`src/rtl/pwrseq_pkg.sv`:
```
package pwrseq_pkg;
  localparam int ADDR_W = 2;
  localparam int DATA_W = 8;

  localparam logic [ADDR_W-1:0] A_PWR  = 2'd0;
  localparam logic [ADDR_W-1:0] A_RUN  = 2'd1;
  localparam logic [ADDR_W-1:0] A_TGTL = 2'd2;
  localparam logic [ADDR_W-1:0] A_TGTR = 2'd3;

  localparam int B_DAC  = 0;
  localparam int B_ADC  = 1;
  localparam int B_VREF = 2;

  localparam int N_CH = 2;
endpackage

```
`src/rtl/pwrseq_regs.sv`:
```
module pwrseq_regs
  import pwrseq_pkg::*;
(
  input  logic              clk,
  input  logic              rst,
  input  logic              wr_en,
  input  logic [ADDR_W-1:0] addr,
  input  logic [DATA_W-1:0] wdata,
  output logic [DATA_W-1:0] rdata,
  output logic [2:0]        pwr_q,
  output logic [1:0]        run_q,
  output logic [DATA_W-1:0] tgt_l,
  output logic [DATA_W-1:0] tgt_r
);
  logic [3:0]        test_q;
  logic [DATA_W-1:0] rd_mux;

  always_comb begin
    case (addr)
      A_PWR:   rd_mux = {5'b0, pwr_q};
      A_RUN:   rd_mux = {test_q, 2'b0, run_q};
      A_TGTL:  rd_mux = tgt_l;
      default: rd_mux = tgt_r;
    endcase
  end

  always_ff @(posedge clk) begin
    if (rst) begin
      pwr_q  <= 3'b111;
      run_q  <= 2'b00;
      test_q <= 4'h0;
      tgt_l  <= '0;
      tgt_r  <= '0;
      rdata  <= '0;
    end else begin
      if (wr_en) begin
        case (addr)
          A_PWR:   pwr_q <= wdata[2:0];
          A_RUN:   begin
                     run_q  <= wdata[1:0];
                     test_q <= wdata[7:4];
                   end
          A_TGTL:  tgt_l <= wdata;
          default: tgt_r <= wdata;
        endcase
      end
      rdata <= rd_mux;
    end
  end
endmodule

```
`src/rtl/pwrseq_ramp.sv`:
```
module pwrseq_ramp #(
  parameter int W = 8
) (
  input  logic         clk,
  input  logic         rst,
  input  logic         en,
  input  logic         step,
  input  logic [W-1:0] target,
  output logic [W-1:0] level
);
  always_ff @(posedge clk) begin
    if (rst || !en) begin
      level <= '0;
    end else if (step) begin
      if (level < target)      level <= level + W'(1);
      else if (level > target) level <= level - W'(1);
    end
  end
endmodule

```
`src/rtl/pwrseq_adc_gate.sv`:
```
module pwrseq_adc_gate #(
  parameter int BLANK = 516,
  parameter int CW    = $clog2(BLANK + 1)
) (
  input  logic          clk,
  input  logic          rst,
  input  logic          en,
  input  logic          step,
  input  logic          sdin,
  output logic          sdto,
  output logic [CW-1:0] cnt
);
  localparam logic [CW-1:0] LIMIT = CW'(BLANK);

  always_ff @(posedge clk) begin
    if (rst || !en) begin
      cnt  <= '0;
      sdto <= 1'b0;
    end else begin
      if (step && cnt != LIMIT) cnt <= cnt + CW'(1);
      sdto <= (cnt == LIMIT) ? sdin : 1'b0;
    end
  end
endmodule

```
`src/rtl/pwrseq_ctrl.sv`:
```
module pwrseq_ctrl
  import pwrseq_pkg::*;
#(
  parameter int BLANK_FRAMES = 516
) (
  input  logic              clk,
  input  logic              rst,
  input  logic              wr_en,
  input  logic [ADDR_W-1:0] addr,
  input  logic [DATA_W-1:0] wdata,
  output logic [DATA_W-1:0] rdata,
  input  logic              lrck,
  input  logic              adc_sdata,
  output logic [DATA_W-1:0] att_l,
  output logic [DATA_W-1:0] att_r,
  output logic              sdto
);
  localparam int CNT_W = $clog2(BLANK_FRAMES + 1);

  logic [2:0]        pwr_q;
  logic [1:0]        run_q;
  logic [DATA_W-1:0] tgt_l, tgt_r;
  logic [DATA_W-1:0] tgt   [N_CH];
  logic [DATA_W-1:0] level [N_CH];
  logic              lrck_q, lrck_rise;
  logic              vref_on, dac_on, adc_on;
  logic [CNT_W-1:0]  blank_cnt;

  pwrseq_regs u_regs (
    .clk(clk), .rst(rst), .wr_en(wr_en), .addr(addr), .wdata(wdata),
    .rdata(rdata), .pwr_q(pwr_q), .run_q(run_q), .tgt_l(tgt_l), .tgt_r(tgt_r)
  );

  always_ff @(posedge clk) begin
    if (rst) lrck_q <= 1'b0;
    else     lrck_q <= lrck;
  end
  assign lrck_rise = lrck && !lrck_q;

  assign vref_on = pwr_q[B_VREF];
  assign dac_on  = vref_on && pwr_q[B_DAC] && run_q[B_DAC];
  assign adc_on  = vref_on && pwr_q[B_ADC] && run_q[B_ADC];

  assign tgt[0] = tgt_l;
  assign tgt[1] = tgt_r;

  for (genvar c = 0; c < N_CH; c++) begin : g_ch
    pwrseq_ramp #(.W(DATA_W)) u_ramp (
      .clk(clk), .rst(rst), .en(dac_on), .step(lrck_rise),
      .target(tgt[c]), .level(level[c])
    );
  end

  assign att_l = level[0];
  assign att_r = level[1];

  pwrseq_adc_gate #(.BLANK(BLANK_FRAMES), .CW(CNT_W)) u_adc (
    .clk(clk), .rst(rst), .en(adc_on), .step(lrck_rise),
    .sdin(adc_sdata), .sdto(sdto), .cnt(blank_cnt)
  );
endmodule

```
`config.mk`:
```
export PLATFORM = sky130hd
export DESIGN_NAME = pwrseq_ctrl
export DESIGN_NICKNAME = d
export VERILOG_FILES = /design/src/rtl/pwrseq_pkg.sv /design/src/rtl/pwrseq_regs.sv /design/src/rtl/pwrseq_ramp.sv /design/src/rtl/pwrseq_adc_gate.sv /design/src/rtl/pwrseq_ctrl.sv
export SDC_FILE = /design/constraint.sdc
export NUM_CORES = 1
export LEC_CHECK = 0
export BUFFER_PORTS_ARGS = -buffer_cell sky130_fd_sc_hd__buf_2
export CAP_MARGIN = 30
export CORE_AREA = 2 2 88 90
export DETAILED_ROUTE_END_ITERATION = 12
export DIE_AREA = 0 0 90 92
export GPL_TIMING_DRIVEN = 0
export PLACE_DENSITY = 0.61
export SETUP_SLACK_MARGIN = 0.2
export SLEW_MARGIN = 20
export SYNTH_ARGS = -nofsm -noshare
export SYNTH_HDL_FRONTEND = slang
export SYNTH_SLANG_ARGS = --single-unit
```
`constraint.sdc`:
```
create_clock -name clk -period 3.5 [get_ports clk]
set_input_delay 0.35 -clock clk [delete_from_list [all_inputs] [get_ports clk]]
set_output_delay 0.35 -clock clk [all_outputs]
set_load 0.005 [all_outputs]
```
[Word level (Yosys, flattened, before mapping)]
Cells that the tools add are included.
Widths: inputs -> output; s select.
Storage, ports and cells
  memories: 0
  latch bits: 0
  RAM bits: 0
  bits of input ports: 15
  bits in read-only memories: 0
  flip-flop bits (word level): 61
  output and inout bits: 25
  logic and storage cells: 53
Cells by class
  shifts and indexed selects: 0
  mux-type cells: 5
  divide/modulo/power cells: 0
  bitwise logic cells: 2
  add/subtract/negate cells: 5
  order comparisons: 4
  reductions and logical operators: 22
  multipliers: 0
  equality and inequality tests: 4
Operators by type and width (number)
  $mux 8: 4
  $pmux 8 s3: 1
  $add 8x1->8 const B: 2
  $gt 8x8->1: 2
  $lt 8x8->1: 2
  $sub 8x1->8 const B: 2
  $reduce_and 2->1: 6
  $add 10x1->10 const B: 1
  $eq 10x10->1 const B: 1
  $ne 10x10->1 const B: 1
  $logic_and 1x1->1: 6
  $reduce_bool 2->1: 2
  $logic_not 1->1: 3
  $reduce_or 3->1: 1
  $eq 2x1->1 const B: 1
  $eq 2x2->1 const B: 1
  $logic_not 2->1: 1
  $logic_or 1x1->1: 2
  $not 1->1: 2
  $reduce_or 2->1: 1

[Depth between registers and ports, before layout]
  depth in word-level cells: 5
  depth in mapped cells: 13
  mapped depth without buffers: 13

[Hierarchy]
From an unflattened synthesis, not the netlist that was laid out.
Second synthesis, totals
  cell total of the unflattened synthesis: 387
  area, all modules: 3663.5 um2
By module, submodules not included
  pwrseq_ramp: instances 2, cells an instance 93, area each 795.8 um2, sequential area each 160.2 um2
  pwrseq_regs: instances 1, cells an instance 124, area each 1398.8 um2, sequential area each 660.6 um2
  pwrseq_adc_gate: instances 1, cells an instance 72, area each 613.1 um2, sequential area each 220.2 um2
  pwrseq_ctrl: instances 1, cells an instance 5, area each 60.1 um2, sequential area each 20.0 um2

[Worst setup path before layout]
No wires, ideal clock.
  path type: register -> register
  start: register u_regs.tgt_l[5]
  end: register g_ch[0].u_ramp.level[7]
  setup slack: 572 ps
  arrival time: 2813 ps
  library setup time: 115 ps
  buffers on the path: 0
  cell stages (with the launch flop): 14
  required time: 3385 ps
  period minus slack after synthesis: 2928 ps
  path through: dfxtp_1 > inv_1 > ha_1 > a21oi_1 > nor2_1 > a211oi_2 > nand2_1 > ha_1 > a211oi_1 > o311ai_2 > o31ai_1 > a21oi_1 > o31a_1 > o21a_1
Between the ends
  longest elaborated chain between the ends: 3
  elaborated cells on any way between the ends: 5
  those cells by class: order compare: 2; mux: 1; reduce/logical: 2
Ends and longest elaborated chain
  from (decl): line pwrseq_regs.sv:12  | output logic [DATA_W-1:0] tgt_l,
  from (signal assigned): line pwrseq_regs.sv:43  | A_TGTL: tgt_l <= wdata;
  $gt 8x8->1 / $lt 8x8->1 (equally long branches): line pwrseq_ramp.sv:16, pwrseq_ramp.sv:15
  $reduce_bool 2->1 (no line)
  $reduce_and 2->1 (no line)
  to (signal assigned): line pwrseq_ramp.sv:15  | if (level < target) level <= level + W'(1);
  to (signal assigned): line pwrseq_ramp.sv:16  | else if (level > target) level <= level - W'(1);
  to (decl): line pwrseq_ramp.sv:9  | output logic [W-1:0] level
Several ways; a longest one is shown, not always the timed one.
A chain may end at the register's enable or synchronous reset.

[Final worst setup path]
Ends and elaborated chain as after synthesis.

==> flow_metrics.py <==
metrics = {
    "place": {
        "hpwl_um": 5566,
        "gp_congestion": 0.8775,
        "placedCellCount": 511,
        "io_buffers": 38,
        "place_area_um2": 3669,
    },
    "cells_and_area": {
        "drive_above_1_share": 0.1812,
        "layout_common_cells": "61 x dfxtp_1, 55 x nor2_1, 42 x buf_2, 30 x ha_1, 26 x mux2i_1",
        "syn_to_final_growth_pct": 17.14,
        "final_cells": 527,
        "num-fill-cells": 729,
        "fin_area_um2": 3925,
        "diodes": 0,
        "finalNetCount": 468,
        "final_common_cell": "dfxtp_1",
    },
    "die": {
        "fp.coreArea_um2": 7447,
        "num_io_pins": 40,
        "die_area_um2": 8280,
        "rows": 32,
        "start_util": 0.4499,
        "fp.dieW_um": 90,
        "dieHeight_um": 92,
    },
    "clock_network": {
        "clkLatencyLatePin_ns": 0.33,
        "cts.reportedPaths.clkPinSlew_ns": 0.07,
        "clockBufferDepth": 2,
        "htree_num_levels": 3,
        "cts_tree": "done",
        "cts_hold_buf": 0,
        "cts-root-buf": "clkbuf_8",
        "clock-sinks": 61,
        "cts_made_buffers": 9,
    },
    "power": {
        "leakage_nw": 1.702,
        "power.density_nw_per_um2": 435.0,
        "peakVddDrop_mv": 0.2081,
    },
    "detailed_routing": {
        "drtIter0Drc": 74,
        "drcViolationCount": 0,
        "ant_nets": 0,
        "routed_via_density": 5.233,
        "vias": 2758,
        "wl_per_cell_um": 14.15,
        "routed_wl_um": 7459,
        "drtPass1Iterations": 4,
    },
    "sta": {
        "slew_viol_final": 0,
        "setup_violations": 0,
        "worst_slew_pin_slew_ns": 0.6850,
        "min_period_ns": 3.081,
        "fin_skew_ns": 0.005982,
        "finalCritPeriodShare": 0.8804,
        "tns_ns": 0,
        "rsz0062_at_grt": "true",
        "hold_viol_final": 0,
        "maxSlewHeadroom": 0.5423,
        "fmax_mhz": 324.5,
    },
    "logic_synthesis": {
        "netlist_instances": 371,
        "synthFlopType": "dfxtp_1",
        "synth_compound_area_frac": 0.1243,
        "synth_top_family_by_area": "simple AND/OR/NAND/NOR gates",
        "synth_fa_ha_area_frac": 0.1240,
        "synth_cell_types": 48,
        "ys.warnings.count": 0,
        "synth.area.mux_share": 0.1046,
        "avgSynthCellArea_um2": 9.032,
        "ys_seq_area_frac": 0.3645,
        "async_reset_ff_frac": 0,
        "synth-seq-cells": 61,
        "yosys.area_share.xor_xnor": 0.04966,
        "synth_edf_count": 0,
        "synthesis.area_um2": 3351,
        "syn_nets": 418,
        "synthSimpleGateAreaFrac": 0.1897,
    },
    "grt": {
        "grt_max_degree": 11,
        "grt_usage": 0.1926,
        "grt_pass1_wl_um": 12710,
        "overflow": 0,
        "grt_pass1_vias": 2678,
        "antenna_found_initial": 0,
    },
    "status": {
        "status": "completed",
    },
    "critical_path": {
        "cp_data_arrival_time_ns": 3.31,
        "path_max_fanout": 7,
        "critPathKind": "register to register",
        "cp-start-kind": "register",
        "timing.reg2reg.setup_slack_ns": 0.42,
        "cp.required_ns": 3.73,
        "end_kind": "register",
    },
    "job": {
        "drv_cap": 0,
    },
    "worst_hold_path": {
        "hold_class": "input port to register",
    },
}
-- cell families (layout without fill, tap and decap cells) --
logic type,after synthesis,count (layout)
AO/OA/AOI/OAI,61,61
XOR/XNOR,19,19
adder cells (fa/ha/maj),32,32
buffers and inverters,33,87
flip-flops,61,61
multiplexers,32,32
AND/OR/NAND/NOR,133,133
-- sequential cells by signal (all words and copies together), names as in the netlist --
register and cells:
u_regs.pwr_q 3, u_regs.tgt_r 8, u_regs.run_q 2, u_regs.rdata 8, lrck_q 1, u_regs.tgt_l 8
u_adc.sdto 1, u_adc.cnt 10, g_ch.u_ramp.level 16, u_regs.test_q 4
-- synth_stat cells (all sizes together) (5+ instances only) --
cell | instances | area share
xnor2 | 11 | 0.029
nor2 | 56 | 0.063
inv | 21 | 0.024
a21oi | 25 | 0.038
nand2 | 23 | 0.026
buf | 5 | 0.012
o21ai | 8 | 0.012
clkbuf | 7 | 0.0078
nand3 | 14 | 0.021
a211oi | 5 | 0.013
xor2 | 8 | 0.021
dfxtp | 61 | 0.36
ha | 30 | 0.11
nand4 | 6 | 0.011
nor2b | 10 | 0.019
mux2i | 26 | 0.078
-- area by class of cell --
class                   count  area (µm²)  share of cell area
plain buffers              12       66.31             0.01690
clock buffers              12       165.2             0.04208
clock inverters             3       67.56             0.01721
inverters                  21       78.83             0.02008
multi-input cells         277        2001              0.5097
flip-flops and latches     61        1221              0.3111
well taps                 102       127.6             0.03252
repair buffers             39       197.7             0.05037
-- metal layers --
| layer | vias to the layer above | routed length [µm] | global-route usage |
|---|---|---|---|
| met2 | 58 | 3549 | 0.3183 |
| met4 | 0 | 140 | 0.07949 |
| met3 | 13 | 309 | 0.04684 |
| met5 | - | 0 | 0 |
| li1 | 1404 | - | - |
| met1 | 1283 | 3460 | 0.2415 |
-- worst paths after layout --
path | start | endpoint | depth (start not counted)
setup / recovery | u_regs.tgt_l[5] | g_ch[0].u_ramp.level[7] | 13
hold / removal | adc_sdata | u_adc.sdto | 2
setup reg to reg | u_regs.tgt_l[5] | g_ch[0].u_ramp.level[7] | 13
hold reg to reg | u_regs.tgt_l[3] | u_regs.tgt_l[3] | 2
-- what timing repair did --
action                                  4_1_cts  5_1_grt
pin swaps                                     0        1
setup buffers                                 0        1
endpoints found under the setup margin        1        2
resized for setup                             1        4
gates cloned                                  0        0
-- through the flow --
stage	power (mW)	hold slack, ns	util	setup WS (ns)
2_1_floorplan	0.9319	0.4463	-	0.5724
3_3_place_gp	0.9845	0.4603	0.4926	0.2202
3_5_place_dp	0.9921	0.4733	0.4926	0.1828
4_1_cts	1.724	0.2281	0.5242	0.2340
5_1_grt	1.790	0.2365	0.5271	0.1799
6_report	1.707	0.2392	0.5271	0.4187
-- power breakdown --
part           internal, mW  switching, mW  total (mW)
sequential            0.709         0.0110       0.720
clock                 0.456          0.271       0.727
combinational         0.115          0.145       0.260
total                  1.28          0.427        1.71
-- critical path, cell delays in order (launching register included) --
cell and delay [ns]:
dfxtp_1 0.38, inv_1 0.06, ha_1 0.29, a21oi_1 0.13, nor2_1 0.07, a211oi_2 0.24, nand2_2 0.19, ha_1 0.33
a211oi_1 0.32, o311ai_2 0.18, o31ai_2 0.25, a21oi_1 0.09, o31a_1 0.29, o21a_1 0.17
Power figures use the tool's default switching activity.
